`src/rtl/rfsh_pkg.sv`:
```
package rfsh_pkg;

  typedef enum logic [1:0] {
    PS_RUN  = 2'd0,
    PS_SELF = 2'd1,
    PS_PDN  = 2'd2
  } pwr_state_e;

  // Refresh period chosen at timer reload.
  function automatic int unsigned pick_refi(input logic hot,
                                            input int unsigned norm,
                                            input int unsigned warm);
    return hot ? warm : norm;
  endfunction

  // Read hold-off after active power-down exit.
  function automatic int unsigned rd_exit_wait(input logic slow,
                                               input int unsigned al,
                                               input int unsigned fast,
                                               input int unsigned slow_base);
    if (!slow) return fast;
    if (al + 1 >= slow_base) return 1;
    return slow_base - al;
  endfunction

  function automatic int unsigned max_of(input int unsigned a,
                                         input int unsigned b);
    return (a > b) ? a : b;
  endfunction

endpackage

```
`src/rtl/rfsh_timer.sv`:
```
module rfsh_timer
  import rfsh_pkg::*;
#(
  parameter int unsigned REFI_NORM = 2600,
  parameter int unsigned REFI_HOT  = 1300,
  parameter int unsigned MAX_DEBT  = 8
) (
  input  logic clk,
  input  logic rst_n,
  input  logic hot_i,
  input  logic freeze_i,
  input  logic flush_i,
  input  logic issue_i,
  output logic pending_o,
  output logic full_o
);
  localparam int TW = $clog2(REFI_NORM + 1);
  localparam int DW = $clog2(MAX_DEBT + 1);

  logic [TW-1:0] tmr_q;
  logic [DW-1:0] debt_q;
  logic          tick;

  assign tick = !freeze_i && (tmr_q == '0);

  always_ff @(posedge clk or negedge rst_n) begin
    if (!rst_n)
      tmr_q <= TW'(REFI_NORM - 1);
    else if (freeze_i || tmr_q == '0)
      tmr_q <= TW'(pick_refi(hot_i, REFI_NORM, REFI_HOT) - 1);
    else
      tmr_q <= tmr_q - 1'b1;
  end

  always_ff @(posedge clk or negedge rst_n) begin
    if (!rst_n)
      debt_q <= '0;
    else if (flush_i)
      debt_q <= '0;
    else if (tick && !issue_i && debt_q != DW'(MAX_DEBT))
      debt_q <= debt_q + 1'b1;
    else if (issue_i && !tick)
      debt_q <= debt_q - 1'b1;
  end

  assign pending_o = (debt_q != '0);
  assign full_o    = (debt_q == DW'(MAX_DEBT));

  AST_DEBT_CAP: assert property (@(posedge clk) disable iff (!rst_n) debt_q <= DW'(MAX_DEBT));
  AST_ISSUE_OWED: assert property (@(posedge clk) disable iff (!rst_n) issue_i |-> debt_q != '0);
  AST_FLUSH_EMPTIES: assert property (@(posedge clk) disable iff (!rst_n) flush_i |=> !pending_o);

endmodule

```
`src/rtl/rfsh_hold.sv`:
```
module rfsh_hold #(
  parameter int W = 8
) (
  input  logic         clk,
  input  logic         rst_n,
  input  logic         load_i,
  input  logic [W-1:0] val_i,
  output logic         zero_o
);
  logic [W-1:0] cnt_q;

  always_ff @(posedge clk or negedge rst_n) begin
    if (!rst_n)
      cnt_q <= '0;
    else if (load_i)
      cnt_q <= val_i;
    else if (cnt_q != '0)
      cnt_q <= cnt_q - 1'b1;
  end

  assign zero_o = (cnt_q == '0);

endmodule

```
`src/rtl/cke_dwell.sv`:
```
module cke_dwell #(
  parameter int unsigned CKE_MIN = 3
) (
  input  logic clk,
  input  logic rst_n,
  input  logic cke_now_i,
  input  logic cke_next_i,
  output logic ok_o
);
  localparam int CW = $clog2(CKE_MIN + 1);

  logic [CW-1:0] cnt_q;

  always_ff @(posedge clk or negedge rst_n) begin
    if (!rst_n)
      cnt_q <= CW'(1);
    else if (cke_next_i != cke_now_i)
      cnt_q <= CW'(1);
    else if (cnt_q < CW'(CKE_MIN))
      cnt_q <= cnt_q + 1'b1;
  end

  assign ok_o = (cnt_q >= CW'(CKE_MIN));

endmodule

```
`src/rtl/dram_rfsh_seq.sv`:
```
module dram_rfsh_seq
  import rfsh_pkg::*;
#(
  parameter int unsigned REFI_NORM = 2600,
  parameter int unsigned REFI_HOT  = 1300,
  parameter int unsigned T_RFC     = 35,
  parameter int unsigned T_XSNR    = 39,
  parameter int unsigned T_XSRD    = 200,
  parameter int unsigned T_XP      = 2,
  parameter int unsigned T_XARD    = 2,
  parameter int unsigned T_XARDS   = 7,
  parameter int unsigned CKE_MIN   = 3,
  parameter int unsigned MAX_DEBT  = 8,
  parameter int          AL_W      = 3
) (
  input  logic            clk,
  input  logic            rst_n,
  input  logic            hot_i,
  input  logic            banks_idle_i,
  input  logic            sr_req_i,
  input  logic            pd_req_i,
  input  logic            wake_i,
  input  logic            slow_exit_i,
  input  logic [AL_W-1:0] add_lat_i,
  output logic            cke_o,
  output logic            ref_cmd_o,
  output logic            rfsh_req_o,
  output logic            cmd_ok_o,
  output logic            rd_ok_o
);
  localparam int unsigned HOLD_TOP = max_of(max_of(T_RFC, T_XSNR), max_of(T_XSRD, T_XARDS));
  localparam int HW = $clog2(HOLD_TOP + 1);

  pwr_state_e state_q, st_d;
  logic       pd_active_q, boot_q;
  logic       in_run, debt_pend, debt_full, dwell_ok;
  logic       ev_issue, ev_enter_sr, ev_enter_pd, ev_exit, ev_load;
  logic       any_zero, rd_zero;
  logic [HW-1:0] hval [2];
  logic          hzero [2];

  assign in_run = (state_q == PS_RUN);

  // Named events used by the assertions.
  assign ev_issue    = in_run && debt_pend && banks_idle_i && any_zero;
  assign ev_enter_sr = in_run && !ev_issue && sr_req_i && banks_idle_i && any_zero && dwell_ok;
  assign ev_enter_pd = in_run && !ev_issue && !sr_req_i && pd_req_i && !debt_full
                       && any_zero && dwell_ok;
  assign ev_exit     = !in_run && dwell_ok && (wake_i || boot_q);
  assign ev_load     = ev_issue || ev_exit;

  always_comb begin
    st_d = state_q;
    if (ev_enter_sr)      st_d = PS_SELF;
    else if (ev_enter_pd) st_d = PS_PDN;
    else if (ev_exit)     st_d = PS_RUN;
  end

  always_ff @(posedge clk or negedge rst_n) begin
    if (!rst_n) begin
      state_q     <= PS_PDN;
      pd_active_q <= 1'b0;
      boot_q      <= 1'b1;
    end else begin
      state_q <= st_d;
      if (ev_enter_pd) pd_active_q <= !banks_idle_i;
      if (ev_exit)     boot_q      <= 1'b0;
    end
  end

  // Hold-off lengths: index 0 gates every command, index 1 gates reads.
  always_comb begin
    hval[0] = HW'(T_XP);
    hval[1] = HW'(T_XP);
    if (ev_issue) begin
      hval[0] = HW'(T_RFC - 1);
      hval[1] = HW'(T_RFC - 1);
    end else if (state_q == PS_SELF) begin
      hval[0] = HW'(T_XSNR);
      hval[1] = HW'(T_XSRD);
    end else if (pd_active_q) begin
      hval[1] = HW'(rd_exit_wait(slow_exit_i, int'(unsigned'(add_lat_i)), T_XARD, T_XARDS));
    end
  end

  for (genvar g = 0; g < 2; g++) begin : g_hold
    rfsh_hold #(.W(HW)) u_hold (
      .clk    (clk),
      .rst_n  (rst_n),
      .load_i (ev_load),
      .val_i  (hval[g]),
      .zero_o (hzero[g])
    );
  end
  assign any_zero = hzero[0];
  assign rd_zero  = hzero[1];

  rfsh_timer #(
    .REFI_NORM (REFI_NORM),
    .REFI_HOT  (REFI_HOT),
    .MAX_DEBT  (MAX_DEBT)
  ) u_timer (
    .clk       (clk),
    .rst_n     (rst_n),
    .hot_i     (hot_i),
    .freeze_i  (state_q == PS_SELF),
    .flush_i   (ev_enter_sr),
    .issue_i   (ev_issue),
    .pending_o (debt_pend),
    .full_o    (debt_full)
  );

  cke_dwell #(.CKE_MIN(CKE_MIN)) u_dwell (
    .clk        (clk),
    .rst_n      (rst_n),
    .cke_now_i  (in_run),
    .cke_next_i (st_d == PS_RUN),
    .ok_o       (dwell_ok)
  );

  assign cke_o      = in_run;
  assign ref_cmd_o  = ev_issue;
  assign rfsh_req_o = debt_pend;
  assign cmd_ok_o   = in_run && any_zero && !debt_full && !ev_issue && !ev_enter_sr && !ev_enter_pd;
  assign rd_ok_o    = in_run && rd_zero  && !debt_full && !ev_issue && !ev_enter_sr && !ev_enter_pd;

  AST_REF_HAS_DEBT: assert property (@(posedge clk) disable iff (!rst_n) ref_cmd_o |-> rfsh_req_o && banks_idle_i);
  AST_RFC_BLOCK: assert property (@(posedge clk) disable iff (!rst_n) ref_cmd_o |=> !cmd_ok_o && !rd_ok_o && !ref_cmd_o);
  AST_CKE_DWELL: assert property (@(posedge clk) disable iff (!rst_n) !$stable(cke_o) |-> $past(dwell_ok));
  AST_NO_REF_ASLEEP: assert property (@(posedge clk) disable iff (!rst_n) !cke_o |-> !ref_cmd_o && !cmd_ok_o);
  AST_URGENT_GATE: assert property (@(posedge clk) disable iff (!rst_n) debt_full |-> !cmd_ok_o && !rd_ok_o);
  AST_WAKE_GATE: assert property (@(posedge clk) disable iff (!rst_n) $rose(cke_o) |-> !cmd_ok_o && !rd_ok_o);

endmodule

```
`config.mk`:
```
export PLATFORM = sky130hd
export DESIGN_NAME = dram_rfsh_seq
export DESIGN_NICKNAME = d
export VERILOG_FILES = /design/src/rtl/rfsh_pkg.sv /design/src/rtl/rfsh_timer.sv /design/src/rtl/rfsh_hold.sv /design/src/rtl/cke_dwell.sv /design/src/rtl/dram_rfsh_seq.sv
export SDC_FILE = /design/constraint.sdc
export NUM_CORES = 1
export LEC_CHECK = 0
export ABC_CLOCK_PERIOD_IN_PS = 2600
export BUFFER_PORTS_ARGS = -buffer_cell sky130_fd_sc_hd__buf_4
export CORE_UTILIZATION = 28
export CTS_CLUSTER_SIZE = 8
export DETAILED_ROUTE_END_ITERATION = 6
export GPL_TIMING_DRIVEN = 0
export PLACE_DENSITY = 0.53
export SLEW_MARGIN = 20
export SYNTH_ARGS = -nofsm -noshare
export SYNTH_HDL_FRONTEND = slang
export SYNTH_SLANG_ARGS = --single-unit
```
`constraint.sdc`:
```
create_clock -name clk -period 2.6 [get_ports clk]
set_clock_uncertainty 0.2 [all_clocks]
set_input_delay 0.39 -clock clk [delete_from_list [all_inputs] [get_ports clk]]
set_output_delay 0.39 -clock clk [all_outputs]
set_load 0.01 [all_outputs]
```
==> metrics <==
Congestion Overflow GR 0; flop2flop setup slack 0 ps; FMAX between 300 and 400 MHz; clock-pin slew on the worst setup and hold paths roughly 80 ps; Die H a little over 90 um; WL per Instance ~14 um; sequential area share after synthesis 0.422; async set-reset flop share out of synthesis 1.00; NetSw 0.289 mW; critical path class reg2out; startpoint types flop; DRT Wirelength approximately 5.3 mm; RSZ-0062 raised after global routing true; sequential power share 0.516; ys flop type dfrtp_1; clk_lat worst skew approximately 290 ps; # diodes 0; die area between 8000 and 9000 um2; Switching Fraction 0.234; Clock Power Share 0.407; HPWL Detailed ~3.5 mm; Finished Cell Area 3020 um2; count of final setup violators 1; first-pass GRT wire length between 8 and 9 mm; initial antenna violation count 0; Crit Path Max Fanout 7; Remaining DRCs 0; post-layout min period ~2600 ps; num rows 32; synthesized area between 2000 and 2500 um2; DRT Pass-1 Iters 6; area grow syn2layout 32.3%; routed via count 1868; Synth cell types 60; hold endpoint pd_active_q; worst reg2reg path startpoint u_timer.tmr_q[2]; Mapped Cells 233; vias in the first global route ~1800; DP Area between 2000 and 3000 um2; Num Clock Sinks 38; Data required, critical path roughly 2000 ps; r2r endpoint u_timer.debt_q[3]; combinational share of power 0.078; Hold Path Class in2reg; Iter 0 DRT Violations between 50 and 60; core area just under 8000 um2; Pwr Density between 400 and 500 nW/um2; layout net count between 300 and 400; Max VDD drop approximately 300 uV; Internal Dissipation ~0.94 mW; GRT Util Overall 0.130; CTS Buf Count 5; placed insts 350; status finished with violations; Synth Register Bits 38; Slew Viols, Final 0; Initial Util 0.292; clk root buf clkbuf_8; Slew @ Worst Pin 580 ps; port bufs 15; GP Congestion a little under 0.8; maxcap violations 0; cells on worst reg2reg path 10; Relative slew margins 0.609; number of synthesized flops with an enable pin 0; # IOs 16; die width a little over 90 um; maximum number of pins on one net before global-route repair 39; Yosys warning count 0; Antenna Violating Nets Remaining 0; crit path capture type primary output; worst-case clock buffer depth 2; HP Start banks_idle_i; hold depth 2; TritonCTS clock tree built; Worst Path Arrival 2020 ps; Synth Net Count between 200 and 300; Final period util 1.00; Finished Layout Cells ~390; pre-CTS WS -219 ps; LEAKAGE 1.43 nW; total power ~1.2 mW; violated checks setup timing; # H-tree levels 2; mean post-synth cell area approximately 10 um2; share of layout cells above drive strength 1 0.364; via-per-instance ratio between 4 and 5; Worst Setup Slack, final -10.2 ps; final hold violations 0
## cell usage in the layout (no fill, tap or decap), types with 4 or more instances in the layout
cell	count
a21o_1	6
a21oi_1	15
a31oi_1	4
buf_4	43
clkbuf_8	6
dfrtp_1	26
dfstp_2	9
ha_1	4
inv_1	5
inv_2	4
nand2_1	22
nand3_1	6
nor2_1	24
nor3_1	6
nor4_4	4
o21ai_0	7
or3_1	6
xnor2_1	6
xor2_1	7
## power by group through the flow
stage	sequential [mW]	combinational [mW]	clock (mW)
3_3_place_gp	0.645	0.0789	0
2_1_floorplan	0.641	0.0456	0
6_report	0.635	0.0956	0.501
3_5_place_dp	0.645	0.0803	0
4_1_cts	0.634	0.0914	0.514
5_1_grt	0.639	0.105	0.541
## routing by layer
layer	global-route usage	share of wire	vias up
met2	0.193	0.44	26
met4	0.0313	0.012	0
li1	-	-	941
met1	0.192	0.52	895
met5	0	0	-
met3	0.0274	0.030	6
## sequential cells by signal (all words and copies together), names as in the netlist
| name | flops |
|---|---|
| u_dwell.cnt_q | 2 |
| boot_q | 1 |
| u_timer.tmr_q | 12 |
| pd_active_q | 1 |
| g_hold.u_hold.cnt_q | 16 |
| state_q | 2 |
| u_timer.debt_q | 4 |
## critical path, stage by stage (launching register included)
cell      delay [ps]
dfstp_2          540
ha_1             140
clkbuf_1         270
nand2_1          170
nor4_4           350
nor4_2           100
buf_4            160
## logic make-up after synthesis
group / after synthesis / synth area share
AOI/OAI and AO/OA: 52 / 0.153
and+or+nand+nor: 105 / 0.290
adders and majority gates: 8 / 0.0472
xor gates and xnor gates: 13 / 0.0499
DFF: 38 / 0.422
muxes: 3 / 0.0137
buffers and inverters: 14 / 0.0247
## worst max path at each step
stage                                    startpoint                 to  slack (ps)  depth (start not counted)
after global placement    g_hold[1].u_hold.cnt_q[0]            rd_ok_o        -260                          7
after CTS                 g_hold[1].u_hold.cnt_q[0]            rd_ok_o        -110                          7
after global routing               u_dwell.cnt_q[0]            rd_ok_o        -150                          6
after floorplan                   u_timer.debt_q[0]  u_timer.debt_q[3]          20                         10
after detailed placement  g_hold[1].u_hold.cnt_q[0]            rd_ok_o        -220                          7
final                              u_dwell.cnt_q[0]            rd_ok_o         -10                          6
## repair_timing
action,CTS,global route
hold buffers,1,0
gates resized for setup,19,10
hold endpoints to repair,29,0
setup endpoints to repair,4,9
setup buffers,22,8
pin swaps,14,13
## layout make-up
| cell class | instances | area, um2 |
|---|---|---|
| inverters | 9 | 33.8 |
| well taps | 102 | 128 |
| fillers | 770 | 4790 |
| flip-flops and latches | 38 | 966 |
| clock buffers | 5 | 68.8 |
| repair buffers | 46 | 355 |
| clock inverters | 3 | 40.0 |
| plain buffers | 4 | 32.5 |
| multi-input cells | 181 | 1390 |
## per-stage QoR
stage           util  TNS [ps]  hold WS, ps
3_3_place_gp   0.327      -424          206
6_report       0.387     -10.2          134
4_1_cts        0.372      -157          119
5_1_grt        0.387      -387          116
2_1_floorplan      -         0         -106
3_5_place_dp   0.327      -418          199
## cell usage after synthesis (all sizes together) (5+ instances only)
library cell | n | share of area
a21o | 6 | 0.020
a21oi | 15 | 0.033
a31oi | 5 | 0.014
dfrtp | 29 | 0.32
dfstp | 9 | 0.10
ha | 7 | 0.038
inv | 9 | 0.015
nand2 | 24 | 0.042
nand3 | 6 | 0.013
nor2 | 26 | 0.046
nor3 | 8 | 0.020
nor4 | 8 | 0.041
o21ai | 9 | 0.020
or3 | 6 | 0.016
xnor2 | 6 | 0.023
xor2 | 7 | 0.027
Note: power is estimated with default switching activity, not from simulation.
